[src/rtl/usb_ep_pkg.sv]
package usb_ep_pkg;

  localparam int FIELD_W    = 4;
  localparam int TXRDY_BIT  = 0;
  localparam int TXDONE_BIT = 1;
  localparam int STALL_BIT  = 2;
  localparam int ISOERR_BIT = 3;

  typedef enum logic [1:0] {
    HS_DATA  = 2'b01,
    HS_NAK   = 2'b10,
    HS_STALL = 2'b11
  } hs_code_e;

  typedef struct packed {
    logic isoerr;
    logic stall;
    logic txdone;
    logic txrdy;
  } ep_flags_t;

  // Handshake choice for an IN token: stall first, then data, else nak.
  function automatic hs_code_e pick_handshake(input logic stall, input logic txrdy);
    if (stall)      return HS_STALL;
    else if (txrdy) return HS_DATA;
    else            return HS_NAK;
  endfunction

endpackage

[src/rtl/ep_flags.sv]
module ep_flags
  import usb_ep_pkg::*;
(
  input  logic       clk,
  input  logic       rst_n,
  input  logic       wr_en,
  input  logic [FIELD_W-1:0] wfield,
  input  logic       ack_done,
  input  logic       crc_err,
  input  logic       in_flight,
  output ep_flags_t  flags,
  output logic       fw_txrdy_evt
);

  ep_flags_t q;

  logic wr_set_txrdy, wr_cancel, wr_clr_done, wr_clr_err;

  always_comb begin
    wr_set_txrdy = wr_en &  wfield[TXRDY_BIT];
    wr_cancel    = wr_en & ~wfield[TXRDY_BIT] & q.txrdy & ~in_flight;
    wr_clr_done  = wr_en & ~wfield[TXDONE_BIT];
    wr_clr_err   = wr_en & ~wfield[ISOERR_BIT];
    fw_txrdy_evt = (wr_set_txrdy & ~q.txrdy) | (wr_cancel & ~ack_done);
  end

  always_ff @(posedge clk or negedge rst_n) begin
    if (!rst_n) begin
      q <= '0;
    end else begin
      // transmit-ready: new payload wins over completion, completion over cancel
      if (wr_set_txrdy)     q.txrdy <= 1'b1;
      else if (ack_done)    q.txrdy <= 1'b0;
      else if (wr_cancel)   q.txrdy <= 1'b0;

      // controller-raised flags: set beats firmware clear
      if (ack_done)         q.txdone <= 1'b1;
      else if (wr_clr_done) q.txdone <= 1'b0;

      if (crc_err)          q.isoerr <= 1'b1;
      else if (wr_clr_err)  q.isoerr <= 1'b0;

      if (wr_en)            q.stall <= wfield[STALL_BIT];
    end
  end

  assign flags = q;

endmodule

[src/rtl/ep_handshake.sv]
module ep_handshake
  import usb_ep_pkg::*;
(
  input  logic     clk,
  input  logic     rst_n,
  input  logic     in_tok,
  input  logic     ack_rcv,
  input  logic     stall,
  input  logic     txrdy,
  output logic     hs_valid,
  output hs_code_e hs_code,
  output logic     in_flight,
  output logic     ack_done
);

  hs_code_e choice;

  always_comb begin
    choice   = pick_handshake(stall, txrdy);
    ack_done = ack_rcv & in_flight & ~in_tok;
  end

  always_ff @(posedge clk or negedge rst_n) begin
    if (!rst_n) begin
      hs_valid  <= 1'b0;
      hs_code   <= HS_NAK;
      in_flight <= 1'b0;
    end else begin
      hs_valid <= in_tok;
      if (in_tok) begin
        hs_code   <= choice;
        in_flight <= (choice == HS_DATA);
      end else if (ack_rcv) begin
        in_flight <= 1'b0;
      end
    end
  end

endmodule

[src/rtl/ep_settle.sv]
module ep_settle #(
  parameter int BUSY_CYCLES = 3
) (
  input  logic clk,
  input  logic rst_n,
  input  logic trigger,
  output logic busy
);

  localparam int CNT_W = $clog2(BUSY_CYCLES + 1);
  localparam logic [CNT_W-1:0] LOAD = CNT_W'(BUSY_CYCLES);

  logic [CNT_W-1:0] cnt;

  always_ff @(posedge clk or negedge rst_n) begin
    if (!rst_n)            cnt <= '0;
    else if (trigger)      cnt <= LOAD;
    else if (cnt != '0)    cnt <= cnt - 1'b1;
  end

  assign busy = (cnt != '0);

endmodule

[src/rtl/usb_ep_csr.sv]
module usb_ep_csr
  import usb_ep_pkg::*;
#(
  parameter int DATA_W      = 8,
  parameter int BUSY_CYCLES = 3
) (
  input  logic              clk,
  input  logic              rst_n,
  input  logic              wr_en,
  input  logic [DATA_W-1:0] wdata,
  output logic [DATA_W-1:0] rdata,
  input  logic              in_tok,
  input  logic              ack_rcv,
  input  logic              iso_crc_err,
  output logic              hs_valid,
  output logic [1:0]        hs_code,
  output logic              irq,
  output logic              busy
);

  ep_flags_t flags;
  hs_code_e  hs_code_q;
  logic      in_flight, ack_done, fw_txrdy_evt;
  logic      wdata_unused;

  assign wdata_unused = ^wdata;

  ep_flags u_flags (
    .clk          (clk),
    .rst_n        (rst_n),
    .wr_en        (wr_en),
    .wfield       (wdata[FIELD_W-1:0]),
    .ack_done     (ack_done),
    .crc_err      (iso_crc_err),
    .in_flight    (in_flight),
    .flags        (flags),
    .fw_txrdy_evt (fw_txrdy_evt)
  );

  ep_handshake u_hs (
    .clk       (clk),
    .rst_n     (rst_n),
    .in_tok    (in_tok),
    .ack_rcv   (ack_rcv),
    .stall     (flags.stall),
    .txrdy     (flags.txrdy),
    .hs_valid  (hs_valid),
    .hs_code   (hs_code_q),
    .in_flight (in_flight),
    .ack_done  (ack_done)
  );

  ep_settle #(.BUSY_CYCLES(BUSY_CYCLES)) u_settle (
    .clk     (clk),
    .rst_n   (rst_n),
    .trigger (fw_txrdy_evt),
    .busy    (busy)
  );

  always_comb begin
    rdata = '0;
    rdata[FIELD_W-1:0] = flags;
  end

  assign hs_code = hs_code_q;
  assign irq     = flags.txdone | flags.isoerr;

endmodule

[config.mk]
export PLATFORM = sky130hd
export DESIGN_NAME = usb_ep_csr
export DESIGN_NICKNAME = d
export VERILOG_FILES = /design/src/rtl/usb_ep_pkg.sv /design/src/rtl/ep_flags.sv /design/src/rtl/ep_handshake.sv /design/src/rtl/ep_settle.sv /design/src/rtl/usb_ep_csr.sv
export SDC_FILE = /design/constraint.sdc
export NUM_CORES = 1
export LEC_CHECK = 0
export ABC_AREA = 1
export BUFFER_PORTS_ARGS = -buffer_cell sky130_fd_sc_hd__buf_2
export CORE_AREA = 2 2 39 41
export CTS_CLUSTER_SIZE = 25
export DETAILED_ROUTE_END_ITERATION = 8
export DIE_AREA = 0 0 41 43
export PLACE_DENSITY = 0.67
export SETUP_SLACK_MARGIN = 0.02
export SLEW_MARGIN = 20
export SYNTH_ARGS = -nofsm -noshare
export SYNTH_HDL_FRONTEND = slang
export SYNTH_SLANG_ARGS = --single-unit
[constraint.sdc]
create_clock -name clk -period 1.1 [get_ports clk]
set_input_delay 0.11 -clock clk [delete_from_list [all_inputs] [get_ports clk]]
set_output_delay 0.11 -clock clk [all_outputs]
set_load 0.05 [all_outputs]
Yosys cells after proc, flatten, opt, wreduce, memory -nomap -nowiden
Cells that the tools add are included.

cells by class
  equality and inequality tests = 1
  reductions and logical operators = 6
  $add $sub $neg = 1
  bitwise gates (word level) = 19
  mux-type cells = 13

operator list
  operator                                                            count
  1-bit bitwise AND                                                   10
  2-bit nonzero test                                                  5
  1-bit two-way mux                                                   9
  2-bit two-way mux                                                   4
  1-bit inverter                                                      7
  3-bit nonzero test                                                  1
  2-bit by 1-bit == test with 1-bit output, second input constant     1
  1-bit bitwise OR                                                    2
  2-bit by 1-bit subtractor with 2-bit output, second input constant  1

storage, ports and cells
  input bits = 14
  flip-flop bits (word level) = 10
  output and inout port bits = 13
  logic and storage cells = 48

Depth between registers and ports, before layout
  word-level depth = 7
  depth in mapped cells = 6
  depth with buffers taken out = 6

Cells and area by module
Synthesis repeated with hierarchy kept, for this count alone.

second synthesis, totals
  cells, all modules = 67
  area total of the unflattened synthesis = 514.2 um2

by module, submodules not included
  module        cells each  sequential area each (um2)  instances  area an instance (um2)
  ep_flags      26          100.1                       1          187.7
  ep_handshake  19          101.3                       1          160.2
  ep_settle     14          50.0                        1          121.4
  usb_ep_csr    8           0.0                         1          45.0

Worst setup path before layout
Ideal clock, no wire load.

  path type = reg-to-reg
  start point = register u_settle.cnt[0]
  end point = register u_settle.cnt[1]
  stages on the path, launching flop included = 7
  clock period less this slack = 1281 ps
  path slack = -181 ps
  arrival time = 1150 ps
  cell sequence = dfrtp_1 inv_1 ha_1 inv_1 nand2_1 o21ai_0 nand3_1

RTL lines
  item                                 RTL line          text
  start: declaration                   ep_settle.sv:13   logic [CNT_W-1:0] cnt;
  start signal: assignment             ep_settle.sv:18   else if (cnt != '0) cnt <= cnt - 1'b1;
  2-bit nonzero test                   n/a
  net busy                             usb_ep_csr.sv:18  output logic busy
  2-bit nonzero test (no source line)  n/a

The timed path passes the listed nets, and every way through them passes these cells. The select of a mux whose other input is x is not followed.
A chain may end at the register's enable or synchronous reset.

Worst setup path in the final report
  start point = register u_settle.cnt[1]
  end point = output busy

between the ends
  word-level cells in the longest chain between the ends = 1

RTL lines
  item                RTL line          text
  2-bit nonzero test  ep_settle.sv:21   assign busy = (cnt != '0);
  end: declaration    usb_ep_csr.sv:18

No other way between the ends.

==> run_summary.xml <==
<?xml version="1.0" encoding="UTF-8"?>
<metrics>
  <group name="status">
    <metric name="outcome" unit="">finished, violations left</metric>
    <metric name="violations" unit="">setup timing</metric>
  </group>
  <group name="place">
    <metric name="gp_congestion" unit="">0.793</metric>
    <metric name="placed_area" unit="sq um">574</metric>
    <metric name="placed_cells" unit="">84</metric>
    <metric name="hpwl" unit="um">657</metric>
    <metric name="port-buffer-count" unit="">18</metric>
  </group>
  <group name="setup_path">
    <metric name="critical_path_class" unit="">reg2out</metric>
    <metric name="worst-path-max-fanout" unit="">2</metric>
    <metric name="critPathRequiredTime" unit="ps">990</metric>
    <metric name="crit_path_launch_type" unit="">flop</metric>
    <metric name="endpoint_class_of_the_critical_path" unit="">primary output</metric>
    <metric name="cp.arrival" unit="ps">1110</metric>
  </group>
  <group name="logic_synthesis">
    <metric name="syn_inst" unit="">53</metric>
    <metric name="synth_seq_cells" unit="">10</metric>
    <metric name="mean_syn_cell_area" unit="sq um">9.04</metric>
    <metric name="mappedNetlistArea" unit="sq um">479</metric>
    <metric name="netlist-cell-type-count" unit="">17</metric>
    <metric name="synth_seq_area_share" unit="%">52.5</metric>
    <metric name="yosys_warnings" unit="">0</metric>
  </group>
  <group name="drt">
    <metric name="post_drt_via_cell_ratio" unit="">4.46</metric>
    <metric name="via_count" unit="">415</metric>
    <metric name="ant_nets_after_route" unit="">0</metric>
    <metric name="wire_per_inst" unit="um">9.73</metric>
    <metric name="drt-total-wl" unit="um">905</metric>
    <metric name="post-route-drc-count" unit="">0</metric>
    <metric name="drt-initial-drc-count" unit="">8</metric>
    <metric name="drt_pass1_iterations" unit="">4</metric>
  </group>
  <group name="sta">
    <metric name="hold_viol" unit="">0</metric>
    <metric name="clock-skew-final" unit="ps">2.91</metric>
    <metric name="final_critical_path_setup_slack" unit="ps">-116</metric>
    <metric name="unrepaired_setup_endpoints_after_global_routing" unit="">true</metric>
    <metric name="finalSetupViolations" unit="">3</metric>
    <metric name="fin_crit_sh" unit="%">111</metric>
    <metric name="clock.fmax" unit="MHz">822</metric>
    <metric name="timing_max_transition_violations_final" unit="">0</metric>
    <metric name="fin_crit" unit="ps">1220</metric>
  </group>
  <group name="cts">
    <metric name="h_tree_depth" unit="">1</metric>
    <metric name="tritoncts.num_buffers" unit="">3</metric>
    <metric name="root_cell_of_the_clock_tree" unit="">sky130_fd_sc_hd__clkbuf_4</metric>
    <metric name="clockBufferDepth" unit="">2</metric>
    <metric name="cts_tree" unit="">built</metric>
    <metric name="cts.clk_slew.worst_paths" unit="ps">60</metric>
    <metric name="sink_count_of_the_clock_tree" unit="">10</metric>
    <metric name="clock_latency_late_sink" unit="ps">260</metric>
  </group>
  <group name="cells_and_area">
    <metric name="syn2layout_area_growth" unit="%">42.6</metric>
    <metric name="layout.area.seq" unit="sq um">251</metric>
    <metric name="final_cells" unit="">93</metric>
    <metric name="number_of_nets_at_the_end_of_the_flow" unit="">93</metric>
    <metric name="drive_above_1_share" unit="%">44.2</metric>
    <metric name="multi_input_comb_area" unit="sq um">183</metric>
    <metric name="num_antenna_cells" unit="">0</metric>
    <metric name="final_design_area_no_fill" unit="sq um">683</metric>
    <metric name="layout.filler_cells" unit="">139</metric>
  </group>
  <group name="power">
    <metric name="finalPower" unit="mW">1.48</metric>
    <metric name="power.static_leakage" unit="nW">0.354</metric>
    <metric name="irDropWorstVdd" unit="mV">0.737</metric>
    <metric name="power.density" unit="nW/um^2">2170</metric>
  </group>
  <group name="global_routing">
    <metric name="first_global_vias" unit="">372</metric>
    <metric name="largest_net_degree_at_the_start_of_global_routing" unit="">11</metric>
    <metric name="global_route.overflow_total" unit="">0</metric>
    <metric name="grt.total_usage" unit="%">12.9</metric>
    <metric name="initial_antenna_violation_count" unit="">0</metric>
    <metric name="grt_first_pass_wirelength" unit="mm">1.48</metric>
  </group>
  <group name="die">
    <metric name="std_cell_rows" unit="">14</metric>
    <metric name="die_w" unit="um">41</metric>
    <metric name="dieHeight" unit="um">43</metric>
    <metric name="fp.dieArea" unit="sq um">1760</metric>
    <metric name="io-pin-count" unit="">27</metric>
    <metric name="start_util" unit="%">34.6</metric>
    <metric name="placeableCoreArea" unit="sq um">1380</metric>
  </group>
  <group name="min_path">
    <metric name="worst_hold_path_type" unit="">in2reg</metric>
  </group>
  <group name="job">
    <metric name="timing.max_cap.violations" unit="">0</metric>
  </group>
</metrics>
[worst max-delay path, cell delays in order (launching register included)]
cell,delay (ps)
sky130_fd_sc_hd__dfrtp_1,390
sky130_fd_sc_hd__inv_2,70
sky130_fd_sc_hd__ha_4,150
sky130_fd_sc_hd__clkinvlp_4,90
sky130_fd_sc_hd__buf_8,150
[final cells by class]
type | instances | area share (%)
sequential | 10 | 36.8
multi-input combinational | 31 | 26.7
timing repair buffer | 23 | 24.2
inverter | 9 | 5.49
clock buffer | 4 | 3.85
tap | 16 | 2.93
[power breakdown]
group          internal, mW  switching (mW)
clock network         0.140           0.115
registers             0.452          0.0534
logic                 0.295           0.429
[placed cells by master, fill, tap and decap left out]
| master | n |
|---|---|
| sky130_fd_sc_hd__dfrtp_1 | 9 |
| sky130_fd_sc_hd__o21a_1 | 1 |
| sky130_fd_sc_hd__or2_4 | 1 |
| sky130_fd_sc_hd__inv_2 | 2 |
| sky130_fd_sc_hd__nor2_1 | 2 |
| sky130_fd_sc_hd__xor2_2 | 1 |
| sky130_fd_sc_hd__ha_4 | 1 |
| sky130_fd_sc_hd__o21ai_0 | 4 |
| sky130_fd_sc_hd__buf_4 | 5 |
| sky130_fd_sc_hd__nand2_1 | 8 |
| sky130_fd_sc_hd__clkbuf_4 | 3 |
| sky130_fd_sc_hd__dlygate4sd3_1 | 1 |
| sky130_fd_sc_hd__dfstp_2 | 1 |
| sky130_fd_sc_hd__clkbuf_1 | 1 |
| sky130_fd_sc_hd__buf_8 | 2 |
| sky130_fd_sc_hd__nand3_2 | 1 |
| sky130_fd_sc_hd__clkinvlp_4 | 1 |
| sky130_fd_sc_hd__conb_1 | 4 |
| sky130_fd_sc_hd__nand2_2 | 1 |
| sky130_fd_sc_hd__inv_1 | 5 |
| sky130_fd_sc_hd__clkinv_1 | 1 |
| sky130_fd_sc_hd__buf_2 | 13 |
| sky130_fd_sc_hd__o21ai_1 | 1 |
| sky130_fd_sc_hd__nand3_1 | 5 |
| sky130_fd_sc_hd__a31oi_1 | 1 |
| sky130_fd_sc_hd__buf_6 | 2 |
[repair_timing]
action | 4_1_cts | 5_1_grt
setup endpoints to repair | 3 | 7
resized for setup | 8 | 5
pin swaps | 1 | 1
endpoints found under the hold margin | 10 | 0
hold buffers | 1 | 0
buffers inserted | 4 | 0
[through the flow]
stage | TNS, ps | utilization [%] | worst slack (ps) | hold WS (ps)
after floorplan | -108 | - | -108 | -186
after global placement | 0 | 41.5 | 102 | -21.1
after detailed placement | 0 | 41.5 | 83.8 | -19.8
after CTS | -220 | 48.1 | -113 | 23.8
after global routing | -399 | 49.4 | -186 | 19.0
final | -213 | 49.4 | -116 | 30.9
[final timing paths]
check	start	end	slack [ps]	depth (start not counted)
setup / recovery	u_settle.cnt[1]$_DFFE_PN0P_	busy	-120	4
hold / removal	in_tok	u_hs.hs_valid$_DFF_PN0_	30	1
setup reg to reg	u_settle.cnt[1]$_DFFE_PN0P_	u_settle.cnt[1]$_DFFE_PN0P_	-50	6
hold reg to reg	u_settle.cnt[1]$_DFFE_PN0P_	u_settle.cnt[1]$_DFFE_PN0P_	520	2
max in group asynchronous	rst_n	u_hs.hs_code[1]$_DFFE_PN1P_	610	2
min in group asynchronous	rst_n	u_hs.in_flight$_DFFE_PN0P_	240	2
[synthesized netlist by cell type (all sizes together)]
cell type / number / area share (%)
dfrtp: 9 / 47
nand2: 9 / 7.6
inv: 8 / 6.3
buf: 6 / 9.4
nand3: 6 / 7.3
o21ai: 5 / 5.2
nor2: 2 / 1.6
a31oi: 1 / 1.3
clkinv: 1 / 0.78
conb: 1 / 0.78
dfstp: 1 / 5.5
ha: 1 / 2.6
o21a: 1 / 1.6
or2: 1 / 1.3
xor2: 1 / 1.8
[logic make-up after synthesis]
group | count (synthesis) | synth area share, %
AND/OR/NAND/NOR | 18 | 17.8
buffers and inverters | 15 | 16.4
flip-flops | 10 | 52.5
AO/OA/AOI/OAI | 7 | 8.09
XOR/XNOR | 1 | 1.83
adder cells (fa/ha/maj) | 1 | 2.61
other | 1 | 0.783
[metal layers]
metal | routed length (um) | vias to the layer above | share of wire (%) | GRT usage, %
met5 | 0 | - | 0 | 0
met4 | 0 | 0 | 0 | 8.00
met3 | 63 | 0 | 7.0 | 6.28
met2 | 473 | 17 | 52 | 18.8
met1 | 369 | 192 | 41 | 14.3
li1 | - | 206 | - | -
[state kept, by name, indices dropped and copies added (netlist names)]
signal	flops
u_hs.hs_valid	1
u_flags.flags	4
u_hs.in_flight	1
u_hs.hs_code	2
u_settle.cnt	2
Power figures use the tool's default switching activity.
